## src/rtl/uart_fc_pkg.sv

```systemverilog
package uart_fc_pkg;

  // Direction selection codes (two bits per direction of fc_mode)
  localparam logic [1:0] SEL_OFF  = 2'b00;
  localparam logic [1:0] SEL_SETB = 2'b01;
  localparam logic [1:0] SEL_SETA = 2'b10;
  localparam logic [1:0] SEL_PAIR = 2'b11;

  // Pending state of the two-character receive matcher
  typedef enum logic [1:0] {
    PEND_NONE = 2'd0,
    PEND_ON   = 2'd1,
    PEND_OFF  = 2'd2
  } pend_e;

endpackage

```

## src/rtl/fc_level_watch.sv

```systemverilog
module fc_level_watch
  import uart_fc_pkg::*;
#(
  parameter int CHAR_W = 8,
  parameter int LVL_W  = 9
) (
  input  logic              clk,
  input  logic              rst,
  input  logic [1:0]        tx_sel,
  input  logic [LVL_W-1:0]  thr_hi,
  input  logic [LVL_W-1:0]  thr_lo,
  input  logic [LVL_W-1:0]  rx_level,
  input  logic [CHAR_W-1:0] on_a,
  input  logic [CHAR_W-1:0] on_b,
  input  logic [CHAR_W-1:0] off_a,
  input  logic [CHAR_W-1:0] off_b,
  input  logic              ctl_take,
  output logic              ctl_valid,
  output logic [CHAR_W-1:0] ctl_char
);

  localparam int QCNT_W = 2;

  logic [QCNT_W-1:0] q_cnt;
  logic [CHAR_W-1:0] q_head;
  logic [CHAR_W-1:0] q_tail;
  logic              off_sent;
  logic              want_off;
  logic              want_on;

  assign want_off = (tx_sel != SEL_OFF) && !off_sent && (rx_level > thr_hi);
  assign want_on  = (tx_sel != SEL_OFF) &&  off_sent && (rx_level < thr_lo);

  always_ff @(posedge clk) begin
    if (rst) begin
      q_cnt    <= '0;
      q_head   <= '0;
      q_tail   <= '0;
      off_sent <= 1'b0;
    end else if (ctl_take) begin
      q_head <= q_tail;
      q_cnt  <= q_cnt - 1'b1;
    end else if (q_cnt == '0) begin
      if (want_off) begin
        off_sent <= 1'b1;
        case (tx_sel)
          SEL_SETA: begin q_head <= off_a; q_cnt <= 2'd1; end
          SEL_SETB: begin q_head <= off_b; q_cnt <= 2'd1; end
          default:  begin q_head <= off_a; q_tail <= off_b; q_cnt <= 2'd2; end
        endcase
      end else if (want_on) begin
        off_sent <= 1'b0;
        case (tx_sel)
          SEL_SETA: begin q_head <= on_a; q_cnt <= 2'd1; end
          SEL_SETB: begin q_head <= on_b; q_cnt <= 2'd1; end
          default:  begin q_head <= on_a; q_tail <= on_b; q_cnt <= 2'd2; end
        endcase
      end
    end
  end

  assign ctl_valid = (q_cnt != '0);
  assign ctl_char  = q_head;

  p_queue_bound_r2: assert property (@(posedge clk) disable iff (rst)
    q_cnt <= 2'd2);

  p_take_needs_char_r8: assert property (@(posedge clk) disable iff (rst)
    ctl_take |-> ctl_valid);

  p_off_once_r3: assert property (@(posedge clk) disable iff (rst)
    (off_sent && !want_on) |=> off_sent);

endmodule

```

## src/rtl/fc_rx_match.sv

```systemverilog
module fc_rx_match
  import uart_fc_pkg::*;
#(
  parameter int CHAR_W = 8
) (
  input  logic              clk,
  input  logic              rst,
  input  logic [1:0]        rx_sel,
  input  logic [CHAR_W-1:0] on_a,
  input  logic [CHAR_W-1:0] on_b,
  input  logic [CHAR_W-1:0] off_a,
  input  logic [CHAR_W-1:0] off_b,
  input  logic              rx_valid,
  input  logic [CHAR_W-1:0] rx_data,
  output logic              paused,
  output logic              rx_wr_en,
  output logic [CHAR_W-1:0] rx_wr_data
);

  pend_e             pend, n_pend;
  logic              n_paused;
  logic              n_wr;
  logic [CHAR_W-1:0] one_on;
  logic [CHAR_W-1:0] one_off;

  assign one_on  = (rx_sel == SEL_SETA) ? on_a  : on_b;
  assign one_off = (rx_sel == SEL_SETA) ? off_a : off_b;

  always_comb begin
    n_paused = paused;
    n_pend   = pend;
    n_wr     = 1'b0;
    if (rx_sel == SEL_OFF) begin
      n_paused = 1'b0;
      n_pend   = PEND_NONE;
      n_wr     = rx_valid;
    end else if (rx_sel != SEL_PAIR) begin
      n_pend = PEND_NONE;
      if (rx_valid) begin
        if (rx_data == one_off)     n_paused = 1'b1;
        else if (rx_data == one_on) n_paused = 1'b0;
        else                        n_wr     = 1'b1;
      end
    end else if (rx_valid) begin
      if (pend == PEND_ON && rx_data == on_b) begin
        n_paused = 1'b0;
        n_pend   = PEND_NONE;
      end else if (pend == PEND_OFF && rx_data == off_b) begin
        n_paused = 1'b1;
        n_pend   = PEND_NONE;
      end else if (rx_data == on_a) begin
        n_pend = PEND_ON;
      end else if (rx_data == off_a) begin
        n_pend = PEND_OFF;
      end else begin
        n_pend = PEND_NONE;
        n_wr   = 1'b1;
      end
    end
  end

  always_ff @(posedge clk) begin
    if (rst) begin
      paused     <= 1'b0;
      pend       <= PEND_NONE;
      rx_wr_en   <= 1'b0;
      rx_wr_data <= '0;
    end else begin
      paused   <= n_paused;
      pend     <= n_pend;
      rx_wr_en <= n_wr;
      if (n_wr) rx_wr_data <= rx_data;
    end
  end

  p_off_mode_resumes_r11: assert property (@(posedge clk) disable iff (rst)
    (rx_sel == SEL_OFF) |=> !paused);

  p_single_off_consumed_r5: assert property (@(posedge clk) disable iff (rst)
    (rx_valid && rx_sel == SEL_SETA && rx_data == off_a) |=> (!rx_wr_en && paused));

  p_write_follows_strobe_r10: assert property (@(posedge clk) disable iff (rst)
    rx_wr_en |-> $past(rx_valid));

  p_pair_first_held_r6: assert property (@(posedge clk) disable iff (rst)
    (rx_valid && rx_sel == SEL_PAIR && rx_data == off_a) |=> !rx_wr_en);

endmodule

```

## src/rtl/fc_tx_arbiter.sv

```systemverilog
module fc_tx_arbiter #(
  parameter int CHAR_W = 8
) (
  input  logic              clk,
  input  logic              rst,
  input  logic              tx_slot,
  input  logic              paused,
  input  logic              ctl_valid,
  input  logic [CHAR_W-1:0] ctl_char,
  input  logic              fifo_empty,
  input  logic [CHAR_W-1:0] fifo_data,
  output logic              ctl_take,
  output logic              tx_load,
  output logic [CHAR_W-1:0] tx_char,
  output logic              tx_fifo_pop
);

  logic slot_free;
  logic data_go;

  assign slot_free = tx_slot && !tx_load;
  assign ctl_take  = slot_free && ctl_valid;
  assign data_go   = slot_free && !ctl_valid && !paused && !fifo_empty;

  always_ff @(posedge clk) begin
    if (rst) begin
      tx_load     <= 1'b0;
      tx_char     <= '0;
      tx_fifo_pop <= 1'b0;
    end else begin
      tx_load     <= ctl_take || data_go;
      tx_fifo_pop <= data_go;
      if (ctl_take)     tx_char <= ctl_char;
      else if (data_go) tx_char <= fifo_data;
    end
  end

  p_no_back_to_back_r9: assert property (@(posedge clk) disable iff (rst)
    tx_load |=> !tx_load);

  p_load_after_slot_r9: assert property (@(posedge clk) disable iff (rst)
    tx_load |-> $past(tx_slot));

  p_pop_with_load_r9: assert property (@(posedge clk) disable iff (rst)
    tx_fifo_pop |-> tx_load);

  p_no_data_when_paused_r7: assert property (@(posedge clk) disable iff (rst)
    tx_fifo_pop |-> !$past(paused));

endmodule

```

## src/rtl/uart_xonxoff_fc.sv

```systemverilog
module uart_xonxoff_fc #(
  parameter int CHAR_W = 8,
  parameter int LVL_W  = 9
) (
  input  logic              clk,
  input  logic              rst,
  input  logic [3:0]        fc_mode,
  input  logic [LVL_W-1:0]  thr_hi,
  input  logic [LVL_W-1:0]  thr_lo,
  input  logic [CHAR_W-1:0] on_a,
  input  logic [CHAR_W-1:0] on_b,
  input  logic [CHAR_W-1:0] off_a,
  input  logic [CHAR_W-1:0] off_b,
  input  logic [LVL_W-1:0]  rx_level,
  input  logic              rx_valid,
  input  logic [CHAR_W-1:0] rx_data,
  output logic              rx_wr_en,
  output logic [CHAR_W-1:0] rx_wr_data,
  input  logic              tx_slot,
  input  logic              tx_fifo_empty,
  input  logic [CHAR_W-1:0] tx_fifo_data,
  output logic              tx_load,
  output logic [CHAR_W-1:0] tx_char,
  output logic              tx_fifo_pop,
  output logic              tx_paused
);

  logic              ctl_valid;
  logic [CHAR_W-1:0] ctl_char;
  logic              ctl_take;
  logic              paused;

  fc_level_watch #(.CHAR_W(CHAR_W), .LVL_W(LVL_W)) u_level (
    .clk       (clk),
    .rst       (rst),
    .tx_sel    (fc_mode[3:2]),
    .thr_hi    (thr_hi),
    .thr_lo    (thr_lo),
    .rx_level  (rx_level),
    .on_a      (on_a),
    .on_b      (on_b),
    .off_a     (off_a),
    .off_b     (off_b),
    .ctl_take  (ctl_take),
    .ctl_valid (ctl_valid),
    .ctl_char  (ctl_char)
  );

  fc_rx_match #(.CHAR_W(CHAR_W)) u_match (
    .clk        (clk),
    .rst        (rst),
    .rx_sel     (fc_mode[1:0]),
    .on_a       (on_a),
    .on_b       (on_b),
    .off_a      (off_a),
    .off_b      (off_b),
    .rx_valid   (rx_valid),
    .rx_data    (rx_data),
    .paused     (paused),
    .rx_wr_en   (rx_wr_en),
    .rx_wr_data (rx_wr_data)
  );

  fc_tx_arbiter #(.CHAR_W(CHAR_W)) u_arb (
    .clk         (clk),
    .rst         (rst),
    .tx_slot     (tx_slot),
    .paused      (paused),
    .ctl_valid   (ctl_valid),
    .ctl_char    (ctl_char),
    .fifo_empty  (tx_fifo_empty),
    .fifo_data   (tx_fifo_data),
    .ctl_take    (ctl_take),
    .tx_load     (tx_load),
    .tx_char     (tx_char),
    .tx_fifo_pop (tx_fifo_pop)
  );

  assign tx_paused = paused;

  p_reset_quiet_r1: assert property (@(posedge clk)
    $past(rst) |-> (!tx_load && !tx_fifo_pop && !rx_wr_en && !tx_paused));

endmodule

```

## config.mk

```make
export PLATFORM = sky130hd
export DESIGN_NAME = uart_xonxoff_fc
export DESIGN_NICKNAME = d
export VERILOG_FILES = /design/src/rtl/uart_fc_pkg.sv /design/src/rtl/fc_level_watch.sv /design/src/rtl/fc_rx_match.sv /design/src/rtl/fc_tx_arbiter.sv /design/src/rtl/uart_xonxoff_fc.sv
export SDC_FILE = /design/constraint.sdc
export NUM_CORES = 1
export LEC_CHECK = 0
export ABC_CLOCK_PERIOD_IN_PS = 2300
export BUFFER_PORTS_ARGS = -buffer_cell sky130_fd_sc_hd__buf_2
export CORE_MARGIN = 2
export CORE_UTILIZATION = 51
export DETAILED_ROUTE_END_ITERATION = 6
export PLACE_DENSITY = 0.81
export SYNTH_ARGS = -nofsm -noshare
export SYNTH_HDL_FRONTEND = slang
export SYNTH_SLANG_ARGS = --single-unit
```

## constraint.sdc

```tcl
create_clock -name clk -period 2.3 [get_ports clk]
set_input_delay 0.115 -clock clk [delete_from_list [all_inputs] [get_ports clk]]
set_output_delay 0.115 -clock clk [all_outputs]
set_load 0.005 [all_outputs]
```

==> metrics.md, run 1 <==
| Metric | Value |
|---|---|
| Finished Layout Cells | `about 530` |
| Final HPWL DP | `about 6300 um` |
| Die ar. | `between 6000 and 7000 sq um` |
| CTS tree | `built` |
| Most common cell after layout, fill and taps aside | `buf_2` |
| Cell repeated most along the worst path | `inv_1` |
| Max_slew headroom | `0.539` |
| Clock slew at the register clock pins of the worst setup and hold paths | `roughly 80 ps` |
| PwrDens | `roughly 620 nW/um^2` |
| Crit path DAT | `2190 ps` |
| Flops & latches, synth | `between 40 and 50` |
| Diode count | `0` |
| CP endpoint kind | `flip-flop` |
| Post-synth ARST share | `0` |
| Max clock buf depth | `2` |
| Mapped Cells | `~360` |
| Slew @ Worst Pin | `692 ps` |
| Post-synth design cell area | `~3000 sq um` |
| Clock Sinks | `41` |
| I/O pin cnt | `between 100 and 150` |
| Largest net degree at the start of global routing | `30` |
| Core outline area | `slightly below 6000 sq um` |
| Commonest non-fill, non-tap cells in the layout | `103 x buf_2, 45 x nand2_1, 41 x dfxtp_1` |
| Die height | `80.9 um` |
| Post-CTS Hold Buffers | `0` |
| CTS resizes | `0` |
| Vias | `roughly 2900` |
| Worst-path cell chain | `inv_1 -> ha_1 -> inv_1 -> nor4b_2 -> o211ai_2 -> a21oi_4 -> buf_4 -> nor2_1 -> a211oi_1` |
| Max cap viols | `0` |
| Vias in the first global route | `~2900` |
| Fmax achieved | `just over 0.5 GHz` |
| H-tree levels | `2` |
| Clk root buf | `clkbuf_8` |
| Leakage | `about 1.7 nW` |
| Gr ovfl total | `0` |
| Peak VDD IR | `a little under 0.5 mV` |
| DP Cell Count | `roughly 520` |
| Final Setup Violations | `0` |
| Drt first pass iters | `6` |
| Setup crit start kind | `flip-flop` |
| Max Fanout on Critical Path | `8` |
| Filler instances | `527` |
| HP Class | `in2reg` |
| Pins Over Slew Limit | `0` |
| Yosys cell types | `~50` |
| Data required time of the worst path | `around 2500 ps` |
| Layout Nets | `560` |
| DIE WIDTH | `between 80 and 90 um` |
| Seq/Total Area, Yosys | `0.272` |
| Top FF cell, synth | `dfxtp_1` |
| DRC violations left | `0` |
| Minimum clock period | `a little under 2000 ps` |
| Power Total | `between 2 and 2.5 mW` |
| EDFF count, synth | `0` |
| Vias per cell | `roughly 5.5` |
| Final GP Congestion | `0.873` |
| Crit share post-route | `0.865` |
| Setup bufs post-CTS | `0` |
| Layout area overhead | `23.0%` |
| Status | `completed` |
| Total track usage | `0.249` |
| RSZ-0062 raised after global routing | `no` |
| Port bufs | `between 100 and 150` |
| Core Rows | `28` |
| Share of cells above drive strength 1 | `0.305` |
| Initial Util | `0.519` |
| Initial antenna violation count | `0` |
| CP max stage cell | `dfxtp_1` |
| First-pass GRT wire length | `~13000 um` |
| Routed wire per std cell | `14.8 um` |
| CTS Buf Count | `5` |
| CP peak stage delay | `roughly 320 ps` |
| Clock Latency Late Sink | `between 200 and 300 ps` |
| Final wirelength | `a little under 8000 um` |
| Crit path kind | `reg2reg` |
| Fin Setup TNS | `0 ps` |
| Final Hold Viols | `0` |
| Syn nets | `between 400 and 500` |
| DR iter-0 viols | `131` |
| Post-route ant nets | `0` |
| Clk_skew | `between 4 and 5 ps` |
| Worst Hold Margin | `about 80 ps` |
| YS warnings | `0` |
| Syn_area_per_cell | `about 8.4 sq um` |
-- where the power goes --
group | internal, mW | switching (mW) | leakage [nW]
clock network | 0.316 | 0.244 | 0.0540
registers | 0.824 | 0.0590 | 0.336
logic | 0.378 | 0.484 | 1.36
total | 1.52 | 0.787 | 1.75
-- area by class of cell --
cell class,instances,area (sq um),area share
Tap cell,75,93.8,0.0253
Inverter,30,113,0.0304
Clock buffer,5,68.8,0.0185
Multi-Input combinational cell,265,1980,0.533
Sequential cell,41,821,0.221
Timing Repair Buffer,113,603,0.163
Clock inverter,2,35.0,0.00944
-- worst max-delay path: cells and delay by family (launching register included) --
| family | cells | cell delay, ps |
|---|---|---|
| AND/OR/NAND/NOR | 2 | 350 |
| adder cells (fa/ha/maj) | 1 | 220 |
| buffers and inverters | 3 | 370 |
| AO/OA/AOI/OAI | 3 | 640 |
| flip-flops | 1 | 320 |
-- metrics by stage --
stage          utilization  worst slack [ps]  area [sq um]
2_1_floorplan            -               375          3020
3_3_place_gp         0.619               250          3600
3_5_place_dp         0.619               154          3600
4_1_cts              0.637               213          3700
5_1_grt              0.638               101          3710
6_report             0.638               311          3710
-- worst paths after layout --
kind / from / to / slack, ps / depth (start not counted)
setup / recovery: u_level.q_cnt[0]$_SDFFE_PP0P_ / u_level.q_tail[4]$_SDFFE_PP0P_ / 310 / 9
hold / removal: tx_fifo_data[7] / u_arb.tx_char[7]$_SDFFE_PP0P_ / 80 / 3
setup reg to reg: u_level.q_cnt[0]$_SDFFE_PP0P_ / u_level.q_tail[4]$_SDFFE_PP0P_ / 310 / 9
hold reg to reg: u_level.off_sent$_SDFFE_PP0P_ / u_level.off_sent$_SDFFE_PP0P_ / 480 / 2
-- cell usage after synthesis (all sizes together), types with 7 or more instances --
cell type / instances / area, sq um
ha: 20 / 250
mux4: 8 / 180
mux2i: 18 / 180
a31oi: 8 / 50.1
nand3: 9 / 45.0
buf: 15 / 90.1
inv: 30 / 113
nor2: 34 / 128
dfxtp: 41 / 821
xnor2: 28 / 245
nand2: 45 / 169
nor3: 7 / 35.0
a211oi: 9 / 77.6
nand4: 8 / 50.1
a21oi: 11 / 66.3
a311oi: 8 / 70.1
-- cells by family after synthesis --
kind of cell               Yosys count  share of synthesized area
and+or+nand+nor                    121                      0.185
AOI/OAI and AO/OA                   64                      0.166
buffers and inverters               51                     0.0747
DFF                                 41                      0.272
xor gates and xnor gates            34                     0.0988
muxes                               26                      0.120
adders and majority gates           20                     0.0830
-- registers in the layout (all words and copies together) (netlist names) --
signal              cells
u_arb.tx_char           8
u_level.ctl_char        8
u_level.q_tail          8
u_match.rx_wr_data      8
u_level.q_cnt           2
u_match.pend            2
u_arb.tx_fifo_pop       1
u_arb.tx_load           1
u_level.off_sent        1
u_match.paused          1
u_match.rx_wr_en        1
-- metal layers --
| layer | share of wire | vias to the layer above | track usage |
|---|---|---|---|
| met5 | 0 | - | 0 |
| met3 | 0.064 | 14 | 0.0500 |
| met4 | 0.023 | 0 | 0.0847 |
| met2 | 0.48 | 112 | 0.425 |
| met1 | 0.43 | 1349 | 0.315 |
| li1 | - | 1463 | - |
Note: power is estimated with default switching activity, not from simulation.
==> inputs of run 2 (changes only) <==
- RECOVER_POWER: default -> 25
==> run 2 against run 1 <==
Net effect: total power shrank 0.17%; sequential power is essentially flat; wire length is essentially flat; final cell count is the same; clock-buffer cell count is the same; core utilization shrank 0.22 points; via count grew 0.34%; hold slack is essentially flat; first-iteration DRC count shrank 1.5%; sequential share of layout area grew 0.075 points; maximum frequency is essentially flat; highest routed layer unchanged.
==> metrics.md, run 2 (synthesis results as in run 1) <==
| Metric | Value |
|---|---|
| Status | `completed` |
| Setup bufs post-CTS | `0` |
| RSZ-0062 raised after global routing | `no` |
| Final Setup Violations | `0` |
| Max clock buf depth | `2` |
| Final Hold Viols | `0` |
| Crit path kind | `reg2reg` |
| Max_slew headroom | `0.539` |
| Setup crit start kind | `flip-flop` |
| Core Rows | `28` |
| Slew @ Worst Pin | `just under 700 ps` |
| DRC violations left | `0` |
| Fin Setup TNS | `0 ps` |
| Crit path DAT | `around 2200 ps` |
| Global Route met3 Usage | `0.0500` |
| Share of cells above drive strength 1 | `0.283` |
| Post-Route Utilization | `0.636` |
| DP Cell Count | `~520` |
| Clk_skew | `just under 5 ps` |
| Clock slew at the register clock pins of the worst setup and hold paths | `about 80 ps` |
| Commonest non-fill, non-tap cells in the layout | `93 x buf_2, 45 x nand2_1, 41 x dfxtp_1` |
| Peak VDD IR | `~0.48 mV` |
| Layout area overhead | `22.6%` |
| Minimum clock period | `around 2000 ps` |
| Layout Nets | `560` |
| CTS tree | `built` |
| Largest net degree at the start of global routing | `30` |
| Clk root buf | `clkbuf_8` |
| CP endpoint kind | `flip-flop` |
| CP peak stage delay | `320 ps` |
| DR iter-0 viols | `129` |
| H-tree levels | `2` |
| CTS Buf Count | `5` |
| Pins Over Slew Limit | `0` |
| Filler instances | `~530` |
| Max Fanout on Critical Path | `8` |
| Final HPWL DP | `approximately 6300 um` |
| Final GP Congestion | `slightly below 0.9` |
| First-pass GRT wire length | `12900 um` |
| CP max stage cell | `dfxtp_1` |
| M1 GR Usage | `0.315` |
| Leakage | `1.71 nW` |
| Gr busiest metal | `met2` |
| Post-route ant nets | `0` |
| PwrDens | `622 nW/um^2` |
| Fmax achieved | `0.503 GHz` |
| Max cap viols | `0` |
| DIE WIDTH | `80.9 um` |
| Clock Latency Late Sink | `a little under 300 ps` |
| Final wirelength | `~7900 um` |
| Initial Util | `0.519` |
| Die height | `~80 um` |
| Finished Layout Cells | `531` |
| Worst-path cell chain | `inv_1 -> ha_1 -> inv_1 -> nor4b_2 -> o211ai_2 -> a21oi_4 -> buf_4 -> nor2_1 -> a211oi_1` |
| Data required time of the worst path | `about 2500 ps` |
| Clock Sinks | `41` |
| Routed wire per std cell | `14.8 um` |
| Crit share post-route | `0.865` |
| HP Class | `in2reg` |
| Vias in the first global route | `2853` |
| Drt first pass iters | `6` |
| Diode count | `0` |
| Gr ovfl total | `0` |
| Cell repeated most along the worst path | `inv_1` |
| Total track usage | `0.249` |
| Core outline area | `5820 sq um` |
| Initial antenna violation count | `0` |
| Vias per cell | `between 5 and 6` |
| Die ar. | `approximately 6500 sq um` |
| Met2 Usage GRT | `0.425` |
| I/O pin cnt | `104` |
| Most common cell after layout, fill and taps aside | `buf_2` |
| Vias | `around 2900` |
| Port bufs | `103` |
==> run 2: cell types whose count changed in the layout (fill, tap and decap cells not counted) <==
| cell | change |
|---|---|
| buf_2 | -10 |
| clkbuf_1 | +10 |
==> run 2: layout make-up <==
| class | count | area (sq um) | share of cell area |
|---|---|---|---|
| sequential | 41 | 821 | 0.222 |
| tap | 75 | 93.8 | 0.0254 |
| timing repair buffer | 113 | 591 | 0.160 |
| clock inverter | 2 | 35.0 | 0.00948 |
| clock buffer | 5 | 68.8 | 0.0186 |
| multi-input combinational | 265 | 1980 | 0.534 |
| inverter | 30 | 113 | 0.0305 |
==> run 2: worst max-delay path, delay by kind of cell (launching register included) <==
family | cells | cell delay [ps]
AO/OA/AOI/OAI | 3 | 640
adder cells (fa/ha/maj) | 1 | 220
buffers and inverters | 3 | 370
flip-flops | 1 | 320
AND/OR/NAND/NOR | 2 | 350
==> run 2: per-stage QoR <==
| stage | worst slack [ps] | hold slack (ps) | area, sq um | power, mW |
|---|---|---|---|---|
| 2_1_floorplan | 375 | 277 | 3020 | 1.47 |
| 3_3_place_gp | 250 | 386 | 3600 | 1.72 |
| 3_5_place_dp | 154 | 388 | 3600 | 1.75 |
| 4_1_cts | 213 | 75.5 | 3700 | 2.32 |
| 5_1_grt | 101 | 78.6 | 3700 | 2.45 |
| 6_report | 311 | 80.1 | 3700 | 2.30 |
==> run 2: power breakdown <==
| group | total (mW) | switching, mW | internal, mW |
|---|---|---|---|
| logic | 0.857 | 0.484 | 0.372 |
| registers | 0.883 | 0.0596 | 0.824 |
| clock network | 0.561 | 0.245 | 0.316 |
==> run 2: final timing paths <==
check / startpoint / to / slack [ps] / depth (start not counted)
max reg2reg: u_level.q_cnt[0]$_SDFFE_PP0P_ / u_level.q_tail[4]$_SDFFE_PP0P_ / 310 / 9
max: u_level.q_cnt[0]$_SDFFE_PP0P_ / u_level.q_tail[4]$_SDFFE_PP0P_ / 310 / 9
min: tx_fifo_data[7] / u_arb.tx_char[7]$_SDFFE_PP0P_ / 80 / 3
min reg2reg: u_level.off_sent$_SDFFE_PP0P_ / u_level.off_sent$_SDFFE_PP0P_ / 480 / 2
==> run 2: layer usage <==
metal | share of wire | vias to the layer above | wire [um]
met3 | 0.067 | 14 | 525
li1 | - | 1464 | -
met5 | 0 | - | 0
met2 | 0.48 | 116 | 3750
met4 | 0.023 | 0 | 177
met1 | 0.43 | 1354 | 3400
==> run 2: timing repair <==
| action | 4_1_cts | 5_1_grt |
|---|---|---|
| endpoints found under the setup margin | 0 | 1 |
| gates resized for setup | 0 | 1 |
| hold buffers | 0 | 0 |
